--- config.mk ---
export PLATFORM = sky130hd
export DESIGN_NAME = rd_hs_ctrl
export DESIGN_NICKNAME = d
export VERILOG_FILES = /design/src/rtl/rd_hs_pkg.sv /design/src/rtl/rd_hs_sync.sv /design/src/rtl/rd_hs_seq.sv /design/src/rtl/rd_hs_mon.sv /design/src/rtl/rd_hs_ctrl.sv
export SDC_FILE = /design/constraint.sdc
export NUM_CORES = 1
export LEC_CHECK = 0
export BUFFER_PORTS_ARGS = -buffer_cell sky130_fd_sc_hd__buf_2
export CORE_AREA = 4 4 41 43
export DETAILED_ROUTE_END_ITERATION = 6
export DIE_AREA = 0 0 45 47
export PLACE_DENSITY = 0.57
export SYNTH_ARGS = -nofsm -noshare
export SYNTH_HDL_FRONTEND = slang
export SYNTH_SLANG_ARGS = --single-unit
--- constraint.sdc ---
create_clock -name clk_i -period 1.5 [get_ports clk_i]
set_clock_uncertainty 0.05 [all_clocks]
set_input_delay 0.3 -clock clk_i [delete_from_list [all_inputs] [get_ports clk_i]]
set_output_delay 0.3 -clock clk_i [all_outputs]
set_load 0.05 [all_outputs]
--- src/rtl/rd_hs_pkg.sv ---
package rd_hs_pkg;

  typedef struct packed {
    logic phase;
    logic dev_req;
    logic xcvr_en;
    logic bus_ack;
  } hs_state_t;

  // flop chosen to move on this edge, highest priority first
  typedef enum logic [2:0] {
    FIRE_NONE,
    FIRE_ACK,
    FIRE_EN,
    FIRE_PHASE,
    FIRE_REQ
  } fire_e;

endpackage

--- src/rtl/rd_hs_sync.sv ---
module rd_hs_sync #(
  parameter int STAGES = 2,
  parameter int WIDTH  = 1
) (
  input  logic             clk_i,
  input  logic             rst_ni,
  input  logic [WIDTH-1:0] d_i,
  output logic [WIDTH-1:0] q_o
);
  localparam int Last = STAGES - 1;

  logic [STAGES-1:0][WIDTH-1:0] chain_q;

  always_ff @(posedge clk_i or negedge rst_ni) begin
    if (!rst_ni) chain_q[0] <= '0;
    else         chain_q[0] <= d_i;
  end

  for (genvar i = 1; i < STAGES; i++) begin : g_stage
    always_ff @(posedge clk_i or negedge rst_ni) begin
      if (!rst_ni) chain_q[i] <= '0;
      else         chain_q[i] <= chain_q[i-1];
    end
  end

  assign q_o = chain_q[Last];
endmodule

--- src/rtl/rd_hs_seq.sv ---
module rd_hs_seq
  import rd_hs_pkg::*;
(
  input  logic      clk_i,
  input  logic      rst_ni,
  input  logic      strobe_i,
  input  logic      ack_i,
  output hs_state_t st_o
);
  hs_state_t st_q, st_d;
  fire_e     fire;
  logic      phase_tgt, en_tgt, bus_ack_tgt, req_tgt;

  always_comb begin
    phase_tgt   = strobe_i & (st_q.phase | ~ack_i);
    en_tgt      = ack_i & st_q.phase;
    bus_ack_tgt = st_q.xcvr_en;
    req_tgt     = st_q.xcvr_en | st_q.phase;
  end

  // one excited flop per edge; bus ack first keeps it exactly one edge behind enable
  always_comb begin
    if      (bus_ack_tgt != st_q.bus_ack) fire = FIRE_ACK;
    else if (en_tgt      != st_q.xcvr_en) fire = FIRE_EN;
    else if (phase_tgt   != st_q.phase)   fire = FIRE_PHASE;
    else if (req_tgt     != st_q.dev_req) fire = FIRE_REQ;
    else                                  fire = FIRE_NONE;
  end

  always_comb begin
    st_d = st_q;
    case (fire)
      FIRE_ACK:   st_d.bus_ack = bus_ack_tgt;
      FIRE_EN:    st_d.xcvr_en = en_tgt;
      FIRE_PHASE: st_d.phase   = phase_tgt;
      FIRE_REQ:   st_d.dev_req = req_tgt;
      default:    st_d = st_q;
    endcase
  end

  always_ff @(posedge clk_i or negedge rst_ni) begin
    if (!rst_ni) st_q <= '0;
    else         st_q <= st_d;
  end

  assign st_o = st_q;

  p_one_change_r6: assert property (@(posedge clk_i) disable iff (!rst_ni)
    $countones(st_q ^ $past(st_q)) <= 1);

  p_ack_follows_en_r2: assert property (@(posedge clk_i) disable iff (!rst_ni)
    st_q.bus_ack == $past(st_q.xcvr_en));

  p_en_rise_cond_r3: assert property (@(posedge clk_i) disable iff (!rst_ni)
    $rose(st_q.xcvr_en) |-> ($past(ack_i) && $past(st_q.phase)));

  p_req_fall_last_r4: assert property (@(posedge clk_i) disable iff (!rst_ni)
    $fell(st_q.dev_req) |-> (!st_q.xcvr_en && !st_q.bus_ack));

  p_phase_clear_r7: assert property (@(posedge clk_i) disable iff (!rst_ni)
    $fell(st_q.phase) |-> !$past(strobe_i));
endmodule

--- src/rtl/rd_hs_mon.sv ---
module rd_hs_mon (
  input  logic clk_i,
  input  logic rst_ni,
  input  logic strobe_i,
  input  logic ack_i,
  input  logic dev_req_i,
  input  logic bus_ack_i,
  output logic err_o
);
  logic strobe_q, ack_q, err_q;
  logic strobe_rise, strobe_fall, ack_rise, ack_fall, bad;

  always_comb begin
    strobe_rise = strobe_i & ~strobe_q;
    strobe_fall = ~strobe_i & strobe_q;
    ack_rise    = ack_i & ~ack_q;
    ack_fall    = ~ack_i & ack_q;
    bad = (strobe_fall & ~bus_ack_i) | (strobe_rise & bus_ack_i)
        | (ack_rise & ~dev_req_i)    | (ack_fall & dev_req_i);
  end

  always_ff @(posedge clk_i or negedge rst_ni) begin
    if (!rst_ni) begin
      strobe_q <= 1'b0;
      ack_q    <= 1'b0;
      err_q    <= 1'b0;
    end else begin
      strobe_q <= strobe_i;
      ack_q    <= ack_i;
      err_q    <= err_q | bad;
    end
  end

  assign err_o = err_q;

  p_err_sticky_r10: assert property (@(posedge clk_i) disable iff (!rst_ni)
    $past(err_q) |-> err_q);

  p_early_strobe_drop_r9: assert property (@(posedge clk_i) disable iff (!rst_ni)
    (strobe_fall && !bus_ack_i) |=> err_q);

  p_ack_unrequested_r9: assert property (@(posedge clk_i) disable iff (!rst_ni)
    (ack_rise && !dev_req_i) |=> err_q);
endmodule

--- src/rtl/rd_hs_ctrl.sv ---
module rd_hs_ctrl
  import rd_hs_pkg::*;
#(
  parameter int SYNC_STAGES = 2
) (
  input  logic clk_i,
  input  logic rst_ni,
  input  logic rd_strobe_i,
  input  logic dev_ack_i,
  output logic dev_req_o,
  output logic xcvr_en_o,
  output logic bus_ack_o,
  output logic proto_err_o
);
  localparam int NumIn = 2;

  logic [NumIn-1:0] raw_in, sync_in;
  hs_state_t        st;

  assign raw_in = {dev_ack_i, rd_strobe_i};

  rd_hs_sync #(.STAGES(SYNC_STAGES), .WIDTH(NumIn)) i_sync (
    .clk_i  (clk_i),
    .rst_ni (rst_ni),
    .d_i    (raw_in),
    .q_o    (sync_in)
  );

  rd_hs_seq i_seq (
    .clk_i    (clk_i),
    .rst_ni   (rst_ni),
    .strobe_i (sync_in[0]),
    .ack_i    (sync_in[1]),
    .st_o     (st)
  );

  rd_hs_mon i_mon (
    .clk_i     (clk_i),
    .rst_ni    (rst_ni),
    .strobe_i  (sync_in[0]),
    .ack_i     (sync_in[1]),
    .dev_req_i (st.dev_req),
    .bus_ack_i (st.bus_ack),
    .err_o     (proto_err_o)
  );

  assign dev_req_o = st.dev_req;
  assign xcvr_en_o = st.xcvr_en;
  assign bus_ack_o = st.bus_ack;
endmodule

==> run metrics <==
DPL Wire Length=505 um; initial DRC count=7; Initial Utilization=0.326; register area share after synthesis=0.649; worst-path fanout max=11; CTS tree=yes; Final nets=51; Pins Over Slew Limit=0; gpl congestion=0.733; endpoints failing hold=0; clock-pin slew on the worst setup and hold paths=70 ps; Synth Net Count=40; grt met1 use=0.0998; # port buffers=7; RSZ-0062 raised after global routing=false; Gate Count Post-Synth=36; Hold EP=i_sync.chain_q[0]; Overall Power=0.966 mW; GRT Max-Usage Layer=met2; largest net degree at the start of global routing=12; Tightest Pin Transition=269 ps; worst flop-to-flop path endpoint=i_seq.st_o[3]; Top FF cell, synth=dfrtp_1; GR Util All Layers=0.0834; routed vias/inst=4.84; worst vdd rail ir drop=0.785 mV; Leakage=0.226 nW; Hold Startpoint=rd_strobe_i; clock share of power=0.200; DR DRC count=0; met2 Track Usage GR=0.113; ant diodes=0; Critical Path AT=1020 ps; tightest slew margin relative to the limit=0.821; Worst path slowest cell=dfrtp_2; Avg Synthesized Cell Area=11.8 um2; drt pass-1 iters=4; Hold Path Class=primary input to flip-flop; Worst EP required=1150 ps; critical path, cell by cell=buf_2; die span in x=45 um; Fmax=730 MHz; worst hold path cell count=1; Top Family by Delay on Critical Path=flip-flops; fraction of layout cells with a size suffix above 1=0.283; Rows=13; max incr delay on CP=460 ps; Tcrit/Tclk final=0.913; final WL=699 um; antenna violations before repair=0; Setup TNS Final=0 ps; Seq cells post-synth=11; met3 Resource Use GR=0.0383; combinational power share=0.320; final instance area=502 um2; Syn Std Cell Area=424 um2; wire length per cell=11.5 um; num ports=8; count leader, synth=dfrtp_1; WP depth=1; Sequential Power Share=0.480; Net Sw Frac=0.422; critical path class=flip-flop to primary output; CTS sink cnt=11; DRT antenna net count=0; status=complete, no violations; vias in the first global route=274; H-tree levels=1; Die Area=2120 um2; Pwr Density=1930 nW/um2; Critical Path Start Type=flip-flop; Worst R2R Path Depth=3; Skew-Pair Late Insertion Delay=260 ps; largest cells by area after synthesis=dfrtp_1, nand2_1, o21ai_0; CTS buffer count=3; GRT overflow=0; Pint=0.559 mW; Post-DP Area=464 um2; clock root buffer=clkbuf_4; deepest clock path buffer count=2; Worst Path Buf+Inv=1; number of setup violations in the final report=0; Chip Height=47 um; flop2flop setup slack=220 ps; Yosys warnings=0; via count=295; max-cap violation count=0; Yosys top cell area share=0.649; Synth cell types=19; Syn-to-layout area delta=18.3%; first-pass GRT wire length=1190 um; setup bufs post-CTS=0; FF-to-FF Start=i_sync.q_o[0]; EDFF count, synth=0; post-synthesis async set-or-reset flop share=1.00; Switch Pwr=0.408 mW; Crit. End Element=primary output; cell taking the most area after synthesis=dfrtp_1; synth cell count leaders=dfrtp_1, nand2_1, o21ai_0; crit path time final=1370 ps; CORE AREA=1300 um2
## final cells by class
class,count,area [um2]
repair buffers,8,45.0
clock buffers,3,22.5
clock inverters,1,5.00
multi-input cells,23,134
fillers,130,800
well taps,15,18.8
flip-flops and latches,11,277
## cells in the final DEF, fill, tap and decap left out, types with 2 or more instances in the layout
master / count
clkbuf_4: 3
nand2_1: 5
dfrtp_1: 10
buf_2: 7
o21ai_0: 3
nor2_1: 2
## power by group through the flow
stage / sequential (mW) / clock (mW) / combinational [mW]
after CTS: 0.460 / 0.203 / 0.313
after floorplan: 0.562 / 0 / 0.161
after global placement: 0.458 / 0 / 0.306
after detailed placement: 0.466 / 0 / 0.310
final: 0.464 / 0.193 / 0.310
after global routing: 0.479 / 0.224 / 0.336
## metal layers
| metal | routed length (um) | share of wire |
|---|---|---|
| met1 | 321 | 0.46 |
| met2 | 326 | 0.47 |
| met3 | 52 | 0.074 |
| met4 | 0 | 0 |
| met5 | 0 | 0 |
## worst max path at each step
| stage | startpoint | endpoint | slack (ps) |
|---|---|---|---|
| final | i_seq.st_o[0] | bus_ack_o | 130 |
| after global routing | i_seq.st_o[0] | bus_ack_o | 70 |
| after CTS | i_seq.st_o[0] | bus_ack_o | 130 |
| after detailed placement | i_seq.bus_ack_tgt | i_seq.st_o[3] | 240 |
| after global placement | i_seq.bus_ack_tgt | i_seq.st_o[3] | 260 |
| after floorplan | i_seq.bus_ack_tgt | i_seq.st_o[3] | 30 |
## through the flow
step	setup slack, ps	std cells	utilization	hold slack, ps
floorplan	27.4	36	-	-45.6
global placement	256	56	0.357	119
detailed placement	241	56	0.357	127
CTS	131	61	0.386	75.5
global route	75.0	61	0.386	69.2
finish	130	61	0.386	86.6
## cell families after synthesis
family                 share of synthesized area
flip-flops                                 0.649
buffers and inverters                     0.0354
AND/OR/NAND/NOR                            0.192
AO/OA/AOI/OAI                              0.124
## state kept, by name, summed over array words and instances (netlist names)
signal and count:
i_mon.ack_q 1, i_mon.strobe_q 1, i_seq.st_o 3, i_sync.chain_q 2, i_mon.err_o 1, i_seq.bus_ack_tgt 1, i_sync.q_o 2
## timing repair
item / 4_1_cts / 5_1_grt
gates resized for setup: 0 / 0
endpoints found under the hold margin: 11 / 0
hold buffers: 1 / 0
(Power assumes the default switching activity.)
